File: config.mk
export PLATFORM = sky130hd
export DESIGN_NAME = ledr_rz_converter
export DESIGN_NICKNAME = d
export VERILOG_FILES = /design/src/rtl/ledr_rz_pkg.sv /design/src/rtl/ledr_rz_control.sv /design/src/rtl/ledr_rz_datapath.sv /design/src/rtl/ledr_rz_converter.sv
export SDC_FILE = /design/constraint.sdc
export NUM_CORES = 1
export LEC_CHECK = 0
export ABC_AREA = 1
export CAP_MARGIN = 20
export CORE_MARGIN = 4
export CORE_UTILIZATION = 41
export DETAILED_ROUTE_END_ITERATION = 8
export MAX_ROUTING_LAYER = met4
export PLACE_DENSITY = 0.8
export SYNTH_ARGS = -nofsm -noshare
export SYNTH_HDL_FRONTEND = slang
export SYNTH_HIERARCHICAL = 1
export SYNTH_SLANG_ARGS = --single-unit
File: constraint.sdc
create_clock -name clk -period 1 [get_ports clk]
set_input_delay 0.1 -clock clk [delete_from_list [all_inputs] [get_ports clk]]
set_output_delay 0.1 -clock clk [all_outputs]
set_load 0.005 [all_outputs]
File: src/rtl/ledr_rz_pkg.sv
package ledr_rz_pkg;
  typedef struct packed {
    logic evaluate;
    logic phaseOdd;
  } ctrlStrobes_t;
endpackage

File: src/rtl/ledr_rz_control.sv
module ledr_rz_control
  import ledr_rz_pkg::*;
#(
  parameter int WIDTH = 8
) (
  input  logic             clk,
  input  logic             rstN,
  input  logic [WIDTH-1:0] ledrData,
  input  logic [WIDTH-1:0] ledrParity,
  input  logic             evalEn,
  output ctrlStrobes_t     strobes,
  output logic             wordPhase
);
  logic [WIDTH-1:0] bitPhase;
  logic allOdd;
  logic allEven;
  logic phaseQ;

  // per-bit phase: a single XOR of the two wires
  for (genvar b = 0; b < WIDTH; b++) begin : gPhase
    assign bitPhase[b] = ledrData[b] ^ ledrParity[b];
  end

  assign allOdd  = &bitPhase;
  assign allEven = ~|bitPhase;

  // word phase behaves like a C-element tree: move on agreement, else hold
  always_ff @(posedge clk) begin
    if (!rstN) begin
      phaseQ <= 1'b0;
    end else if (allOdd) begin
      phaseQ <= 1'b1;
    end else if (allEven) begin
      phaseQ <= 1'b0;
    end
  end

  assign strobes.evaluate = evalEn;
  assign strobes.phaseOdd = phaseQ;
  assign wordPhase        = phaseQ;

  assert_phase_odd_R3: assert property (@(posedge clk) disable iff (!rstN)
    (&(ledrData ^ ledrParity)) |=> phaseQ);

  assert_phase_hold_R4: assert property (@(posedge clk) disable iff (!rstN)
    ((|(ledrData ^ ledrParity)) && !(&(ledrData ^ ledrParity))) |=> $stable(phaseQ));

  assert_phase_even_R5: assert property (@(posedge clk) disable iff (!rstN)
    (~|(ledrData ^ ledrParity)) |=> !phaseQ);
endmodule

File: src/rtl/ledr_rz_datapath.sv
module ledr_rz_datapath
  import ledr_rz_pkg::*;
#(
  parameter int WIDTH = 8
) (
  input  logic             clk,
  input  logic             rstN,
  input  logic [WIDTH-1:0] ledrData,
  input  ctrlStrobes_t     strobes,
  output logic [WIDTH-1:0] trueRail,
  output logic [WIDTH-1:0] falseRail
);
  logic [WIDTH-1:0] trueQ;
  logic [WIDTH-1:0] falseQ;

  for (genvar b = 0; b < WIDTH; b++) begin : gRail
    always_ff @(posedge clk) begin
      if (!rstN) begin
        trueQ[b]  <= 1'b0;
        falseQ[b] <= 1'b0;
      end else begin
        trueQ[b]  <= strobes.evaluate &  ledrData[b];
        falseQ[b] <= strobes.evaluate & ~ledrData[b];
      end
    end
  end

  assign trueRail  = trueQ;
  assign falseRail = falseQ;

  assert_exclusive_R8: assert property (@(posedge clk) disable iff (!rstN)
    (trueQ & falseQ) == '0);

  assert_spacer_R7: assert property (@(posedge clk) disable iff (!rstN)
    !strobes.evaluate |=> (trueQ == '0 && falseQ == '0));

  assert_evaluate_R6: assert property (@(posedge clk) disable iff (!rstN)
    strobes.evaluate |=> (trueQ == $past(ledrData) && falseQ == ~$past(ledrData)));
endmodule

File: src/rtl/ledr_rz_converter.sv
module ledr_rz_converter
  import ledr_rz_pkg::*;
#(
  parameter int WIDTH = 8
) (
  input  logic             clk,
  input  logic             rstN,
  input  logic [WIDTH-1:0] ledrData,
  input  logic [WIDTH-1:0] ledrParity,
  input  logic             evalEn,
  output logic [WIDTH-1:0] trueRail,
  output logic [WIDTH-1:0] falseRail,
  output logic             wordPhase
);
  ctrlStrobes_t strobes;

  ledr_rz_control #(.WIDTH(WIDTH)) uControl (
    .clk(clk), .rstN(rstN), .ledrData(ledrData), .ledrParity(ledrParity),
    .evalEn(evalEn), .strobes(strobes), .wordPhase(wordPhase)
  );

  ledr_rz_datapath #(.WIDTH(WIDTH)) uDatapath (
    .clk(clk), .rstN(rstN), .ledrData(ledrData), .strobes(strobes),
    .trueRail(trueRail), .falseRail(falseRail)
  );
endmodule

Word level (Yosys, flattened, before mapping)
Cells that the tools add are included.

storage, ports and cells
  output and inout bits = 17
  word-level logic and storage cells = 54
  register bits = 17
  latch bits = 0
  bits in read-only memories = 0
  input bits = 19
  memory bits (writable) = 0
  memories = 0

cells by class
  order comparisons = 0
  equal/unequal tests = 1
  $add $sub $neg = 0
  reduce and logical (&&, ||, !) cells = 2
  bitwise operators = 32
  multiplexer cells = 2
  div/mod/pow operators = 0
  multipliers = 0
  shifts and indexed selects = 0

operator list
  operator                                                         number
  1-bit AND                                                        16
  1-bit NOT                                                        8
  8-bit AND reduction                                              1
  8-bit OR reduction                                               1
  1-bit bitwise XOR                                                8
  1-bit 2-to-1 mux                                                 2
  2-bit by 1-bit != test with 1-bit output, second input constant  1

Depth between registers and ports, before layout
  word-level depth = 4
  mapped depth = 8
  gate-level depth less buffers = 8

Hierarchy
The synthesis kept the hierarchy.

modules (own cells, without submodules)
  module            area an instance (um2)  instances  cells an instance  sequential area each (um2)
  ledr_rz_datapath  457.9                   1          42                 320.3
  ledr_rz_control   276.5                   1          62                 20.0

Least setup slack after synthesis
No wires, ideal clock.

  path type = input port to flip-flop
  start point = input port ledrData[5]
  end point = register uControl.phaseQ (netlist: uControl/wordPhase)
  arrival = 530 ps
  cell stages on the path = 8
  buffers on the path = 0
  library setup time = 114 ps
  data required time = 886 ps
  setup slack = 357 ps
  path through = inv_1 > nand2_1 > nand2_2 > nand2_1 > nor2_1 > nand2_1 > nand2_1 > a21oi_2

on the way
  word-level cells in the longest chain between the ends = 3
  elaborated cells on any way between the ends = 5
  those cells by class = eq/ne (1); mux (1); bitwise (1); reduce/logical (2)

RTL lines
  element                                                                                        line                                          text
  start: declaration                                                                             ledr_rz_converter.sv:8                        input logic [WIDTH-1:0] ledrData,
  1-bit bitwise XOR (*)                                                                          ledr_rz_control.sv:21                         assign bitPhase[b] = ledrData[b] ^ ledrParity[b];
  8-bit OR reduction or 8-bit AND reduction (tied branches)                                      ledr_rz_control.sv:25, ledr_rz_control.sv:24
  2-bit by 1-bit != test with 1-bit output (no source line) or 1-bit 2-to-1 mux (tied branches)  n/a
  end signal: assignment                                                                         ledr_rz_control.sv:30                         phaseQ <= 1'b0;
  end signal: assignment                                                                         ledr_rz_control.sv:32                         phaseQ <= 1'b1;
  end signal: assignment                                                                         ledr_rz_control.sv:34                         phaseQ <= 1'b0;
  end: declaration                                                                               ledr_rz_control.sv:17                         logic phaseQ;

Every way passes the cells marked *; elsewhere a longest branch is shown, timed or not.
A chain may end at the register's enable or synchronous reset.

Worst setup path after layout
  start point = input port ledrData[7]
  end point = register uControl.phaseQ (netlist: uControl/wordPhase)

Same word-level chain as after synthesis.

==> out/results.ini <==
[sta]
hold_viol_final = 0
slew_viol_final = 0
relSlewSlack_pct = 86.2
finClkSkew_ns = 0
period_needed_ns = 0.997
setup-tns-final_ns = 0
fmax_mhz = 1000
worstMarginPinSlew_ns = 0.207
fin_ws_ns = 0.00255
finalCritPeriodShare_pct = 99.7
setup_viol = 0

[floorplanning]
dieHeight_um = 50.1
start_util_pct = 45.6
fp.dieArea_mm2 = 0.00251
die_w_um = 50.1
coreArea_mm2 = 0.00159
ioPinCount = 36
rows = 14

[placed_design]
gp_congestion = 0.745
dp_slack_ns = -0.265
hpwl_um = 1260
placed_area_mm2 = 0.00115
io_buffers = 35
dp_cells = 166

[logic_synthesis]
synth_nets = 122
yosys_warnings = 6
syn-cell-area_um2 = 727
netlist_instances = 103
syn_avg_cell_area_um2 = 7.06

[finish]
drive_above_1_share_pct = 21.2
postLayoutCoreUtil_pct = 73.5
diodes = 0
final_nets = 166
fin_cells = 170
final_cell_area_mm2 = 0.00117
syn_to_final_growth_pct = 61.3
fillerInstances = 138

[global_route]
grt_pass1_vias = 684
grt_pass1_wl_um = 2700
grt.total_usage_pct = 14.2
overflow = 0
antenna_found_initial = 0
grt_max_degree = 17

[min_path]
hp-class = in -> reg

[worst_setup_path]
start_kind = input pin
cp_max_fo = 3
endpoint_kind = flop
critical_path_class = in -> reg
cp.arrival_ns = 1.23
required_ns = 1.23

[status]
status = completed

[clock_network]
clk_pin_slew_ns = 0.09
cts_sinks = 17
ctsHoldBuffers = 0
insertion_delay_ns = 0.29
clockBufferDepth = 2
cts_made_buffers = 3
root_buffer = clkbuf_4
cts_tree = done
htree_num_levels = 1

[run]
cap_violations = 0

[route]
routed_wl_um = 1740
drc = 0
first_pass_iters = 3
vias_per_cell = 4.26
ant_nets = 0
wire_per_inst_um = 10.3
num_vias = 724
first_iter_violations = 13

[power]
p_leak_nw = 0.701
max-vdd-ir-drop_v = 0.000782
p_per_area_mw_per_mm2 = 1140

through the flow:
step,hold WS [ns],total power [mW]
after global placement,0.461,0.997
after detailed placement,0.462,1.00
after global routing,0.0714,1.42
final,0.0558,1.34
after floorplan,0.165,0.832
after CTS,0.371,1.35
flip-flops by register name, summed over array words and instances, names as in the netlist:
signal and cells:
uDatapath/trueRail 8, uControl/wordPhase 1, uDatapath/falseRail 8
placed cells by master, fill, tap and decap left out, drive strengths merged:
master	n
nor2	20
nand2	33
buf	6
clkdlybuf4s50	13
clkbuf	3
clkdlybuf4s15	1
dlygate4sd2	16
nand4	3
inv	27
a21oi	1
dfxtp	17
dlymetal6s2s	5
clkinv	1
area by class of cell:
class / count / area, µm² / area share, %
sequential: 17 / 342 / 29.1
inverter: 27 / 101 / 8.64
clock buffer: 3 / 22.5 / 1.92
tap: 24 / 30.0 / 2.56
timing repair buffer: 41 / 400 / 34.2
multi-input combinational: 57 / 272 / 23.2
clock inverter: 1 / 5.00 / 0.427
worst max-delay path, cell delays in order:
cell             delay (ns)
clkdlybuf4s50_1        0.52
inv_1                  0.06
nand2_1                0.09
nand4_1                0.14
nor2_2                 0.13
nand2_1                0.07
a21oi_2                0.12
routing by layer:
metal	up-vias	wire [µm]	GRT usage, %
met4	0	32	8.29
met5	-	0	-
met2	19	959	25.2
met3	4	84	1.51
li1	377	-	-
met1	324	667	15.1
report_power, final:
group	internal, mW	total, mW	switching [mW]	leakage, nW
Clock	0.149	0.366	0.217	0.0177
Sequential	0.703	0.708	0.00497	0.140
Combinational	0.143	0.266	0.123	0.544
Total	0.994	1.34	0.345	0.701
timing repair:
item | in CTS | in global routing
pin swaps | 0 | 1
buffers inserted | 0 | 0
endpoints found under the hold margin | 0 | 0
resized for setup | 18 | 8
setup endpoints to repair | 17 | 2
final timing paths:
path | startpoint | end | slack [ns] | cells after the start
setup / recovery | ledrData[7] | uControl/wordPhase | 0.003 | 7
hold / removal | ledrData[5] | uDatapath/falseRail[5] | 0.06 | 2
hold reg to reg | uControl/wordPhase | uControl/wordPhase | 0.47 | 2
setup reg to reg | uControl/wordPhase | uControl/wordPhase | 0.45 | 2
Power figures use the tool's default switching activity.
